**src/rtl/spi_mem_pkg.sv**
```systemverilog
package spi_mem_pkg;
   localparam logic [7:0] CMD_WREN  = 8'h06;
   localparam logic [7:0] CMD_WRDI  = 8'h04;
   localparam logic [7:0] CMD_RDSR  = 8'h05;
   localparam logic [7:0] CMD_WRSR  = 8'h01;
   localparam logic [7:0] CMD_READ  = 8'h03;
   localparam logic [7:0] CMD_WRITE = 8'h02;

   typedef enum logic [3:0] {
      PH_IDLE,
      PH_OP,
      PH_ADDR,
      PH_RD,
      PH_WR,
      PH_SROUT,
      PH_SRIN,
      PH_WEN,
      PH_WDIS,
      PH_SKIP
   } phase_e;
endpackage

```
**src/rtl/spi_mem_sync.sv**
```systemverilog
module spi_mem_sync #(
   parameter int              WIDTH   = 3,
   parameter int              STAGES  = 2,
   parameter logic [WIDTH-1:0] RST_VAL = '0
)(
   input  logic             clk,
   input  logic             rst_n,
   input  logic [WIDTH-1:0] d,
   output logic [WIDTH-1:0] q
);
   if (STAGES < 2) begin : g_bad_stages
      $error("spi_mem_sync needs at least two stages");
   end

   for (genvar s = 0; s < STAGES; s++) begin : g_stage
      logic [WIDTH-1:0] r;
      if (s == 0) begin : g_first
         always_ff @(posedge clk or negedge rst_n) begin
            if (!rst_n) r <= RST_VAL;
            else        r <= d;
         end
      end else begin : g_next
         always_ff @(posedge clk or negedge rst_n) begin
            if (!rst_n) r <= RST_VAL;
            else        r <= g_stage[s-1].r;
         end
      end
   end

   assign q = g_stage[STAGES-1].r;
endmodule

```
**src/rtl/spi_mem_wcyc.sv**
```systemverilog
module spi_mem_wcyc #(
   parameter int ADDR_W    = 13,
   parameter int PAGE_W    = 5,
   parameter int WR_CYCLES = 64
)(
   input  logic                     clk,
   input  logic                     rst_n,
   input  logic                     clr_buf,
   input  logic                     buf_we,
   input  logic [PAGE_W-1:0]        buf_idx,
   input  logic [7:0]               buf_data,
   input  logic                     go_array,
   input  logic                     go_status,
   input  logic [ADDR_W-PAGE_W-1:0] page_base,
   output logic                     busy,
   output logic                     done,
   output logic                     wr_en,
   output logic [ADDR_W-1:0]        wr_addr,
   output logic [7:0]               wr_data
);
   localparam int DEPTH  = 1 << PAGE_W;
   localparam int BASE_W = ADDR_W - PAGE_W;
   localparam int CNT_W  = (WR_CYCLES < 2) ? 1 : $clog2(WR_CYCLES);

   if (WR_CYCLES < 1) begin : g_bad_cycles
      $error("spi_mem_wcyc needs WR_CYCLES of at least one");
   end

   typedef enum logic [1:0] {WS_IDLE, WS_FLUSH, WS_WAIT} wstate_e;

   wstate_e            st;
   logic [7:0]         pbuf [DEPTH];
   logic [DEPTH-1:0]   vld;
   logic [PAGE_W-1:0]  idx;
   logic [CNT_W-1:0]   tmr;
   logic [BASE_W-1:0]  base;

   always_ff @(posedge clk) begin
      if (buf_we) pbuf[buf_idx] <= buf_data;
   end

   always_ff @(posedge clk or negedge rst_n) begin
      if (!rst_n) begin
         vld <= '0;
      end else if (clr_buf) begin
         vld <= '0;
      end else if (buf_we) begin
         vld[buf_idx] <= 1'b1;
      end
   end

   always_ff @(posedge clk or negedge rst_n) begin
      if (!rst_n) begin
         st   <= WS_IDLE;
         idx  <= '0;
         tmr  <= '0;
         base <= '0;
      end else begin
         case (st)
            WS_IDLE: begin
               if (go_array) begin
                  st   <= WS_FLUSH;
                  idx  <= '0;
                  base <= page_base;
               end else if (go_status) begin
                  st  <= WS_WAIT;
                  tmr <= '0;
               end
            end
            WS_FLUSH: begin
               idx <= idx + 1'b1;
               if (idx == '1) begin
                  st  <= WS_WAIT;
                  tmr <= '0;
               end
            end
            WS_WAIT: begin
               tmr <= tmr + 1'b1;
               if (tmr == CNT_W'(WR_CYCLES - 1)) st <= WS_IDLE;
            end
            default: st <= WS_IDLE;
         endcase
      end
   end

   assign busy    = (st != WS_IDLE);
   assign done    = (st == WS_WAIT) && (tmr == CNT_W'(WR_CYCLES - 1));
   assign wr_en   = (st == WS_FLUSH) && vld[idx];
   assign wr_addr = {base, idx};
   assign wr_data = pbuf[idx];

   // the command decoder never fills the page buffer during a cycle
   p_no_fill_busy_r10: assert property (@(posedge clk) disable iff (!rst_n)
      busy |-> !buf_we);
   // a cycle never restarts while one is running
   p_single_cycle_r9: assert property (@(posedge clk) disable iff (!rst_n)
      busy |-> !(go_array || go_status));
endmodule

```
**src/rtl/spi_mem_cmd_engine.sv**
```systemverilog
module spi_mem_cmd_engine
   import spi_mem_pkg::*;
#(
   parameter int ADDR_W      = 13,
   parameter int PAGE_W      = 5,
   parameter int WR_CYCLES   = 64,
   parameter int SYNC_STAGES = 2
)(
   input  logic              clk,
   input  logic              rst_n,
   input  logic              spi_sck,
   input  logic              spi_cs_n,
   input  logic              spi_si,
   output logic              spi_so,
   output logic              spi_so_oe,
   output logic [ADDR_W-1:0] mem_addr,
   input  logic [7:0]        mem_rdata,
   output logic              mem_we,
   output logic [7:0]        mem_wdata,
   input  logic              prot_deny,
   input  logic              prot_sr_lock,
   output logic              cfg_wpen,
   output logic [1:0]        cfg_bp
);
   localparam int BASE_W = ADDR_W - PAGE_W;
   localparam int HI_W   = ADDR_W - 8;

   if (ADDR_W <= 8 || ADDR_W > 16) begin : g_bad_addr
      $error("ADDR_W must lie in 9..16");
   end
   if (PAGE_W < 1 || PAGE_W >= ADDR_W) begin : g_bad_page
      $error("PAGE_W must be below ADDR_W");
   end

   // pin synchronizers: bit 2 select, bit 1 clock, bit 0 data
   logic [2:0] pins_q;
   spi_mem_sync #(.WIDTH(3), .STAGES(SYNC_STAGES), .RST_VAL(3'b000)) u_sync (
      .clk   (clk),
      .rst_n (rst_n),
      .d     ({spi_cs_n, spi_sck, spi_si}),
      .q     (pins_q)
   );

   logic cs_q, sck_q, si_q, cs_d, sck_d;
   logic sck_rise, sck_fall, cs_rise, cs_fall;
   assign cs_q     = pins_q[2];
   assign sck_q    = pins_q[1];
   assign si_q     = pins_q[0];
   assign sck_rise = sck_q & ~sck_d;
   assign sck_fall = ~sck_q & sck_d;
   assign cs_rise  = cs_q & ~cs_d;
   assign cs_fall  = ~cs_q & cs_d;

   phase_e             phase;
   logic               active;
   logic [2:0]         bit_idx;
   logic [6:0]         shreg;
   logic [HI_W-1:0]    addr_hi;
   logic               addr_second;
   logic               is_write;
   logic [ADDR_W-1:0]  rd_addr;
   logic [PAGE_W-1:0]  wr_off;
   logic [BASE_W-1:0]  page_base;
   logic               got_byte;
   logic [7:0]         out_byte;
   logic [2:0]         out_idx;
   logic               so_q;
   logic               load_rd;
   logic               wel, wpen, new_wpen;
   logic [1:0]         bp, new_bp;

   logic [7:0]         in_byte;
   logic [ADDR_W-1:0]  full_addr;
   logic [7:0]         st_byte;
   logic               byte_end;
   logic               wen_ok, wdis_ok, ar_go, sr_go;
   logic               buf_we, clr_buf;
   logic               wc_busy, wc_done, wc_en;
   logic [ADDR_W-1:0]  wc_addr;
   logic [7:0]         wc_data;

   assign in_byte   = {shreg, si_q};
   assign full_addr = {addr_hi, in_byte};
   assign st_byte   = wc_busy ? 8'hFF : {wpen, 3'b000, bp, wel, 1'b0};
   assign byte_end  = active && sck_rise && (bit_idx == 3'd7);

   assign wen_ok  = cs_rise && active && (phase == PH_WEN);
   assign wdis_ok = cs_rise && active && (phase == PH_WDIS);
   assign ar_go   = cs_rise && active && (phase == PH_WR) && (bit_idx == 3'd0)
                    && got_byte && wel;
   assign sr_go   = cs_rise && active && (phase == PH_SRIN) && (bit_idx == 3'd0)
                    && got_byte && wel && !prot_sr_lock;
   assign buf_we  = byte_end && (phase == PH_WR);
   assign clr_buf = byte_end && (phase == PH_OP) && (in_byte == CMD_WRITE) && !wc_busy;

   always_ff @(posedge clk or negedge rst_n) begin
      if (!rst_n) begin
         sck_d       <= 1'b0;
         cs_d        <= 1'b0;
         active      <= 1'b0;
         phase       <= PH_IDLE;
         bit_idx     <= '0;
         shreg       <= '0;
         addr_hi     <= '0;
         addr_second <= 1'b0;
         is_write    <= 1'b0;
         rd_addr     <= '0;
         wr_off      <= '0;
         page_base   <= '0;
         got_byte    <= 1'b0;
         out_byte    <= '0;
         out_idx     <= '0;
         so_q        <= 1'b0;
         load_rd     <= 1'b0;
         wel         <= 1'b0;
         wpen        <= 1'b0;
         bp          <= '0;
         new_wpen    <= 1'b0;
         new_bp      <= '0;
      end else begin
         sck_d   <= sck_q;
         cs_d    <= cs_q;
         load_rd <= 1'b0;
         if (load_rd) out_byte <= mem_rdata;
         if (wc_done) wel <= 1'b0;

         if (cs_fall) begin
            active   <= 1'b1;
            phase    <= PH_OP;
            bit_idx  <= '0;
            got_byte <= 1'b0;
            out_idx  <= '0;
            so_q     <= 1'b0;
         end else if (cs_rise) begin
            active <= 1'b0;
            phase  <= PH_IDLE;
            if (wen_ok)  wel <= 1'b1;
            if (wdis_ok) wel <= 1'b0;
            if (sr_go) begin
               wpen <= new_wpen;
               bp   <= new_bp;
            end
         end else if (active && sck_rise) begin
            bit_idx <= bit_idx + 3'd1;
            shreg   <= in_byte[6:0];
            if (phase == PH_WEN || phase == PH_WDIS) begin
               phase <= PH_SKIP;
            end else if (bit_idx == 3'd7) begin
               case (phase)
                  PH_OP: begin
                     if (wc_busy && in_byte != CMD_RDSR) begin
                        phase <= PH_SKIP;
                     end else begin
                        case (in_byte)
                           CMD_WREN: phase <= PH_WEN;
                           CMD_WRDI: phase <= PH_WDIS;
                           CMD_RDSR: begin
                              phase    <= PH_SROUT;
                              out_byte <= st_byte;
                              out_idx  <= '0;
                           end
                           CMD_WRSR: phase <= PH_SRIN;
                           CMD_READ: begin
                              phase       <= PH_ADDR;
                              is_write    <= 1'b0;
                              addr_second <= 1'b0;
                           end
                           CMD_WRITE: begin
                              phase       <= PH_ADDR;
                              is_write    <= 1'b1;
                              addr_second <= 1'b0;
                           end
                           default: phase <= PH_SKIP;
                        endcase
                     end
                  end
                  PH_ADDR: begin
                     if (!addr_second) begin
                        addr_hi     <= in_byte[HI_W-1:0];
                        addr_second <= 1'b1;
                     end else if (is_write) begin
                        phase     <= PH_WR;
                        wr_off    <= full_addr[PAGE_W-1:0];
                        page_base <= full_addr[ADDR_W-1:PAGE_W];
                     end else begin
                        phase   <= PH_RD;
                        rd_addr <= full_addr;
                        load_rd <= 1'b1;
                        out_idx <= '0;
                     end
                  end
                  PH_WR: begin
                     wr_off   <= wr_off + 1'b1;
                     got_byte <= 1'b1;
                  end
                  PH_SRIN: begin
                     new_wpen <= in_byte[7];
                     new_bp   <= in_byte[3:2];
                     got_byte <= 1'b1;
                  end
                  default: ;
               endcase
            end
         end else if (active && sck_fall && (phase == PH_RD || phase == PH_SROUT)) begin
            so_q    <= out_byte[3'd7 - out_idx];
            out_idx <= out_idx + 3'd1;
            if (out_idx == 3'd7) begin
               if (phase == PH_RD) begin
                  rd_addr <= rd_addr + 1'b1;
                  load_rd <= 1'b1;
               end else begin
                  out_byte <= st_byte;
               end
            end
         end
      end
   end

   spi_mem_wcyc #(.ADDR_W(ADDR_W), .PAGE_W(PAGE_W), .WR_CYCLES(WR_CYCLES)) u_wcyc (
      .clk       (clk),
      .rst_n     (rst_n),
      .clr_buf   (clr_buf),
      .buf_we    (buf_we),
      .buf_idx   (wr_off),
      .buf_data  (in_byte),
      .go_array  (ar_go),
      .go_status (sr_go),
      .page_base (page_base),
      .busy      (wc_busy),
      .done      (wc_done),
      .wr_en     (wc_en),
      .wr_addr   (wc_addr),
      .wr_data   (wc_data)
   );

   assign mem_addr  = wc_busy ? wc_addr : rd_addr;
   assign mem_we    = wc_en & ~prot_deny;
   assign mem_wdata = wc_data;
   assign spi_so    = so_q;
   assign spi_so_oe = active;
   assign cfg_wpen  = wpen;
   assign cfg_bp    = bp;

   // the output driver only turns on after a seen select fall
   p_arm_on_fall_r1: assert property (@(posedge clk) disable iff (!rst_n)
      $rose(spi_so_oe) |-> $past(cs_fall));
   // deselected for two cycles means the driver is off
   p_oe_off_r2: assert property (@(posedge clk) disable iff (!rst_n)
      (cs_q && $past(cs_q)) |-> !spi_so_oe);
   // the latch only sets at a deselect
   p_wen_at_deselect_r4: assert property (@(posedge clk) disable iff (!rst_n)
      $rose(wel) |-> $past(cs_rise));
   // an internal cycle starts only after an aligned deselect with data
   p_commit_aligned_r5: assert property (@(posedge clk) disable iff (!rst_n)
      $rose(wc_busy) |-> $past(cs_rise && bit_idx == 3'd0 && got_byte && wel));
   // the latch is clear once the cycle ends
   p_wel_clear_r9: assert property (@(posedge clk) disable iff (!rst_n)
      wc_done |=> !wel);
   // a flagged address never gets a write strobe
   p_deny_blocks_r11: assert property (@(posedge clk) disable iff (!rst_n)
      prot_deny |-> !mem_we);
endmodule

```
**config.mk**
```make
export PLATFORM = sky130hd
export DESIGN_NAME = spi_mem_cmd_engine
export DESIGN_NICKNAME = d
export VERILOG_FILES = /design/src/rtl/spi_mem_pkg.sv /design/src/rtl/spi_mem_sync.sv /design/src/rtl/spi_mem_wcyc.sv /design/src/rtl/spi_mem_cmd_engine.sv
export SDC_FILE = /design/constraint.sdc
export NUM_CORES = 1
export LEC_CHECK = 0
export BUFFER_PORTS_ARGS = -buffer_cell sky130_fd_sc_hd__buf_4
export CAP_MARGIN = 40
export CORE_ASPECT_RATIO = 1.2
export CORE_MARGIN = 4
export CORE_UTILIZATION = 55
export CTS_CLUSTER_DIAMETER = 200
export DETAILED_ROUTE_END_ITERATION = 10
export PLACE_DENSITY = 0.84
export SLEW_MARGIN = 20
export SYNTH_ARGS = -nofsm -noshare
export SYNTH_HDL_FRONTEND = slang
export SYNTH_SLANG_ARGS = --single-unit
export TNS_END_PERCENT = 30
```
**constraint.sdc**
```tcl
create_clock -name clk -period 2.1 [get_ports clk]
set_input_delay 0.315 -clock clk [delete_from_list [all_inputs] [get_ports clk]]
set_output_delay 0.315 -clock clk [all_outputs]
set_load 0.005 [all_outputs]
```
# [After elaboration in Yosys (flattened, before gate mapping)]
# Memories as Yosys holds them, arrays and structs flattened.
# Index checks and enable logic that the tools add are counted.
[op_classes] addsub=7 mul=0 div_mod_pow=0 n_lt_le_gt_ge=4 eq_ne=47 n_shift=0 n_mux=103 bitwise_logic=16 reduce_logical=69
[op_table] op="$mux W13" n=10
[op_table] op="$mux W8" n=13
[op_table] op="$mux W32" n=2
[op_table] op="$mux W3" n=14
[op_table] op="$mux W1" n=35
[op_table] op="$or A32 B32 Y32" n=1
[op_table] op="$reduce_and A8 Y1" n=4
[op_table] op="$mux W4" n=7
[op_table] op="$reduce_bool A2 Y1" n=14
[op_table] op="$ne A2 B2 Y1 const B" n=13
[op_table] op="$eq A8 B3 Y1 const B" n=3
[op_table] op="$logic_and A1 B1 Y1" n=24
[op_table] op="$pmux W4 S5" n=1
[op_table] op="$pmux W5 S2" n=2
[op_table] op="$mux W6" n=3
[op_table] op="$pmux W6 S3" n=1
[op_table] op="$eq A4 B3 Y1 const B" n=4
[op_table] op="$eq A8 B2 Y1 const B" n=2
[op_table] op="$mux W5" n=3
[op_table] op="$add A13 B1 Y13 const B" n=1
[op_table] op="$lt A5 B6 Y1 const B" n=2
[op_table] op="$ne A4 B4 Y1 const B" n=3
[op_table] op="$reduce_and A3 Y1" n=4
[op_table] op="$add A5 B1 Y5 const B" n=2
[op_table] op="44 further kinds" n=78
[word_totals] register_bits=130 latchBits=0 ram_bits=256 romBits=0 mem_count=1
[memory_table] memory="u_wcyc.pbuf" depth=32 width=8 rd=1 rd_clocked_by_memory_dff=0 write_ports=1 line="spi_mem_wcyc.sv:32" source="logic [7:0] pbuf [DEPTH];"

# [Depth between registers and ports, before layout]
[logic_depth] depth_word=11 depth_mapped=8

# [Modules after synthesis]
# From an unflattened synthesis, not the netlist that was laid out.
[unflattened] hier_cells=1039 hier_area_um2=16552.1
[by_module_without_submodules] mod="spi_mem_wcyc" instances=1 cells_each=619 area_per_inst_um2=12191.7 seq_area_each_um2=9013.6
[by_module_without_submodules] mod="spi_mem_cmd_engine" instances=1 cells_each=414 area_per_inst_um2=4210.3 seq_area_each_um2=1776.7
[by_module_without_submodules] mod="spi_mem_sync" instances=1 cells_each=6 area_per_inst_um2=150.1 seq_area_each_um2=150.1

# [Least setup slack after synthesis]
# No wires, ideal clock.
[synth_path] kind="reg2reg" from="register shreg[4]" to="register u_wcyc.vld[20]" arrival_ns=2.183 required_ns=1.979 slack_ns=-0.204 stages_incl_launch_ff=7 path_cell_list="dfrtp_1 -> or4_1 -> nor3_1 -> nand4_1 -> nor2_2 -> buf_2 -> nor2_1"
[synth_via] elab_chain_len=4
[synth_rtl] element="start: declaration" line="spi_mem_cmd_engine.sv:57" source="logic [6:0] shreg;"
[synth_rtl] element="start signal: assignment" line="spi_mem_cmd_engine.sv:145" source="shreg <= in_byte[6:0];"
[synth_rtl] element="$eq A8 B2 Y1 *" line="spi_mem_cmd_engine.sv:94" source="assign clr_buf = byte_end && (phase == PH_OP) && (in_byte == CMD_WRITE) && !wc_busy;"
[synth_rtl] element="$logic_and A1 B1 Y1 * (2 in series)" line="spi_mem_cmd_engine.sv:94"
[synth_rtl] element="$mux W32 or $reduce_bool A2 Y1 (tied branches)"
[synth_rtl] element="end signal: assignment" line="spi_mem_wcyc.sv:44" source="vld <= '0;"
[synth_rtl] element="end signal: assignment" line="spi_mem_wcyc.sv:46" source="vld <= '0;"
[synth_rtl] element="end signal: indexed assignment" line="spi_mem_wcyc.sv:48" source="vld[buf_idx] <= 1'b1;"
[synth_rtl] element="end: declaration" line="spi_mem_wcyc.sv:33" source="logic [DEPTH-1:0] vld;"
# Mark *: on every way between the ends. The rest lies on a longest branch, timed or not.
# A chain may end at the register's enable or synchronous reset.

# [Worst setup path in the final report]
[layout_path] from="register u_wcyc.idx[0]" to="output mem_wdata[0]"
[layout_via] elab_chain_len=1
[layout_rtl] element="start: declaration" line="spi_mem_wcyc.sv:34" source="logic [PAGE_W-1:0] idx;"
[layout_rtl] element="start signal: assignment" line="spi_mem_wcyc.sv:71" source="idx <= idx + 1'b1;"
[layout_rtl] element="$mem_v2 Z32 W8"
[layout_rtl] element="end: declaration" line="spi_mem_cmd_engine.sv:19" source="output logic [7:0] mem_wdata,"
# Every way passes these cells.

==> results.md <==
* Antenna violations before repair at 1
* DRT Pass-1 Iters at 6
* Initial DRC count at 1683
* Power Total at 17590 uW
* Tcrit/Tclk final at 1.414
* Post-layout min period at 2.970 ns
* Worst min path class: input pin to flip-flop
* CTS root buf: clkbuf_16
* Met1 Use GR at 0.3281
* Dpl cells at 1718
* Top-level I/O count at 42
* Met2 Use GR at 0.4794
* Chip Height at 199.2 um
* Critical path peak fanout at 5
* Critical path, cell by cell: buf_12 > buf_16 > buf_12 > mux4_2 > mux2i_1 > o221ai_1 > buf_4
* Max stage delay on crit path at 0.55 ns
* Vias in the first global route at 12140
* Share of layout cells above drive strength 1 at 0.3734
* Syn nets at 1233
* Critical path data arrival time at 2.66 ns
* Final setup fails at 296
* Worst-path clk slew at 0.07 ns
* Hold slack at 0.04639 ns
* Clock tree buffer depth at 3
* Initial Util at 0.5611
* Vias per inst at 6.857
* Setup TNS at -24.13 ns
* CP Capture Type: output pin
* Max rail drop VDD at 0.0007005 V
* WL final at 52070 um
* Finished Layout Cells at 1840
* DIE AREA at 0.03334 mm2
* Final HPWL DP at 26320 um
* Number of I/O port buffers at 41
* Worst path slowest cell: dfrtp_4
* Commonest non-fill, non-tap cell in the layout: edfxtp_1
* Status: complete, but fails checks
* Max-slew violation count at 0
* Layout area overhead at 28.11%
* Routability Congestion at 0.9116
* Layout Nets at 1450
* Final WS setup at -0.8704 ns
* CTS tree: done
* Crit path kind: flip-flop to output pin
* Fmax achieved at 336.7 MHz
* Sequential fraction of the synthesis area at 0.6528
* Gr busiest metal: met2
* Required @ worst endpoint at 1.78 ns
* Largest net degree at the start of global routing at 50
* Routed Antenna Nets at 0
* CP most frequent cell: buf_12
* Ys Warns at 0
* Total CTS buffers at 38
* Worst setup SP type: flip-flop
* Routed len/inst at 28.30 um
* Yosys cell types at 67
* Clk Latency, worst-skew pair at 0.55 ns
* First-pass GRT wire length at 70450 um
* Synthesized area at 0.01676 mm2
* Slew headroom at 0.4565
* Gr ovfl total at 0
* Seq cells post-synth at 386
* RSZ-0062 raised after global routing: yes
* Power density over the cells at 819.5 mW/mm2
* Die Wd at 167.4 um
* GRT Total Usage at 0.2731
* Met3 Use GR at 0.05382
* Core area at 0.02987 mm2
* Cell row count at 69
* MaxCap Viol Count at 0
* Leak pwr at 0.008209 uW
* Residual DRC at 0
* CTS Sinks at 386
* Vias at 12620
* Final hold violation count at 0
* Syn avg cell area at 13.94 um2
* Mapped Cells at 1202
* Commonest cells after routing, fill and taps aside: 256 x edfxtp_1, 193 x buf_4, 118 x dfrtp_1
* Post-synth EDFFs at 256
* Final Skew at 0.02744 ns
* Ys flop type: edfxtp_1
* H-Tree Level Count at 2
* Async SR Flop Fraction at 0.3368
* Failing checks: setup timing
* Worst-Margin Slew at 0.8068 ns
-- registers in the layout (all words and copies together) (netlist names), 2 cells and up --
signal / cells
addr_hi: 5
bit_idx: 3
cfg_bp: 2
new_bp: 2
out_byte: 8
out_idx: 3
page_base: 8
phase: 4
rd_addr: 13
shreg: 7
u_sync.g_stage.r: 3
u_sync.q: 3
u_wcyc.base: 8
u_wcyc.idx: 5
u_wcyc.pbuf: 256
u_wcyc.st: 2
u_wcyc.tmr: 6
u_wcyc.vld: 32
wr_off: 5
-- stage by stage --
step / instance area (um2) / utilization / worst slack (ns)
3_3_place_gp: 18560 / 0.6212 / -0.1931
6_report: 21470 / 0.7188 / -0.8704
2_1_floorplan: 16800 / - / -0.03423
3_5_place_dp: 18560 / 0.6212 / -0.2418
4_1_cts: 20380 / 0.6822 / -0.7043
5_1_grt: 21470 / 0.7188 / -0.8624
-- power breakdown --
part | leakage (uW) | total (uW) | internal [uW] | switching, uW
registers | 0.00414 | 8560 | 8380 | 183
clock network | 0.000601 | 6870 | 3890 | 2980
logic | 0.00347 | 2160 | 922 | 1240
total | 0.00821 | 17600 | 13200 | 4400
-- what timing repair did --
item | 4_1_cts | 5_1_grt
gates resized for setup | 82 | 183
hold endpoints to repair | 33 | 0
hold buffers | 4 | 0
pin swaps | 11 | 60
setup buffers | 20 | 23
cloned | 3 | 7
endpoints found under the setup margin | 99 | 362
-- worst paths after layout --
path                                        start           end  cells past startpoint  slack, ns
max                                 u_wcyc.idx[0]  mem_wdata[0]                      7      -0.87
min                                  mem_rdata[4]   out_byte[4]                      3       0.05
max reg2reg                              phase[0]  page_base[1]                      6      -0.21
min reg2reg                u_sync.g_stage[0].r[1]   u_sync.q[1]                      0       0.35
max in group asynchronous                   rst_n  u_wcyc.st[1]                      3       1.07
min in group asynchronous                   rst_n    rd_addr[2]                      2       0.25
-- cell usage after synthesis, types with 6 or more instances --
cell type  instances  area share
inv_1             14      0.0031
nand2_1           99       0.022
dfrtp_1          130        0.19
nand3b_1           6      0.0027
or2_2              6      0.0022
a21oi_1           85       0.025
mux2_2            40       0.027
mux4_2            42       0.056
nor2b_1           14      0.0052
o21ai_0           25      0.0075
nand4_1            8      0.0030
and3_1             9      0.0034
buf_1              8      0.0018
a22o_1            25       0.013
a22oi_1           14      0.0063
o31ai_1            6      0.0027
ha_1              16       0.012
a31oi_1           13      0.0049
nor2_1            95       0.021
and2_1             9      0.0034
o221ai_1           8      0.0042
nand3_1           18      0.0054
a211oi_1           9      0.0040
nor4_1             6      0.0022
mux2i_1           82       0.049
nor3_1            21      0.0063
edfxtp_1         256        0.46
clkbuf_1          42      0.0094
buf_2             23      0.0069
nand2b_1           6      0.0022
-- final cells by class --
cell class	count	area, um2
sequential	386	10960
multi-input combinational	724	6352
timing repair buffer	255	2387
clock inverter	16	177.7
antenna	1	2.502
tap	390	488.0
inverter	14	52.55
fill	1675	8401
clock buffer	54	1052
-- cells by family (layout without fill, tap and decap cells) --
kind of cell | after synthesis | in the layout | share of synthesized area
AO/OA/AOI/OAI | 212 | 212 | 0.08130
multiplexers | 164 | 164 | 0.1323
buffers and inverters | 92 | 339 | 0.02352
XOR/XNOR | 6 | 6 | 0.003135
other | 0 | 1 | 0
AND/OR/NAND/NOR | 326 | 326 | 0.09504
flip-flops | 386 | 386 | 0.6528
adder cells (fa/ha/maj) | 16 | 16 | 0.01194
-- layer usage --
| layer | routed length [um] | part of all wire |
|---|---|---|
| met5 | 0 | 0 |
| met4 | 4111 | 0.079 |
| met3 | 5036 | 0.097 |
| met2 | 25910 | 0.50 |
| met1 | 17010 | 0.33 |
-- critical path, delay by kind of cell (launching register included) --
kind	cells	cell delay, ns
buf+inv	4	0.66
compound gates	1	0.22
flops	1	0.55
mux	2	0.70
No activity file was read; power rests on OpenSTA's default activity.
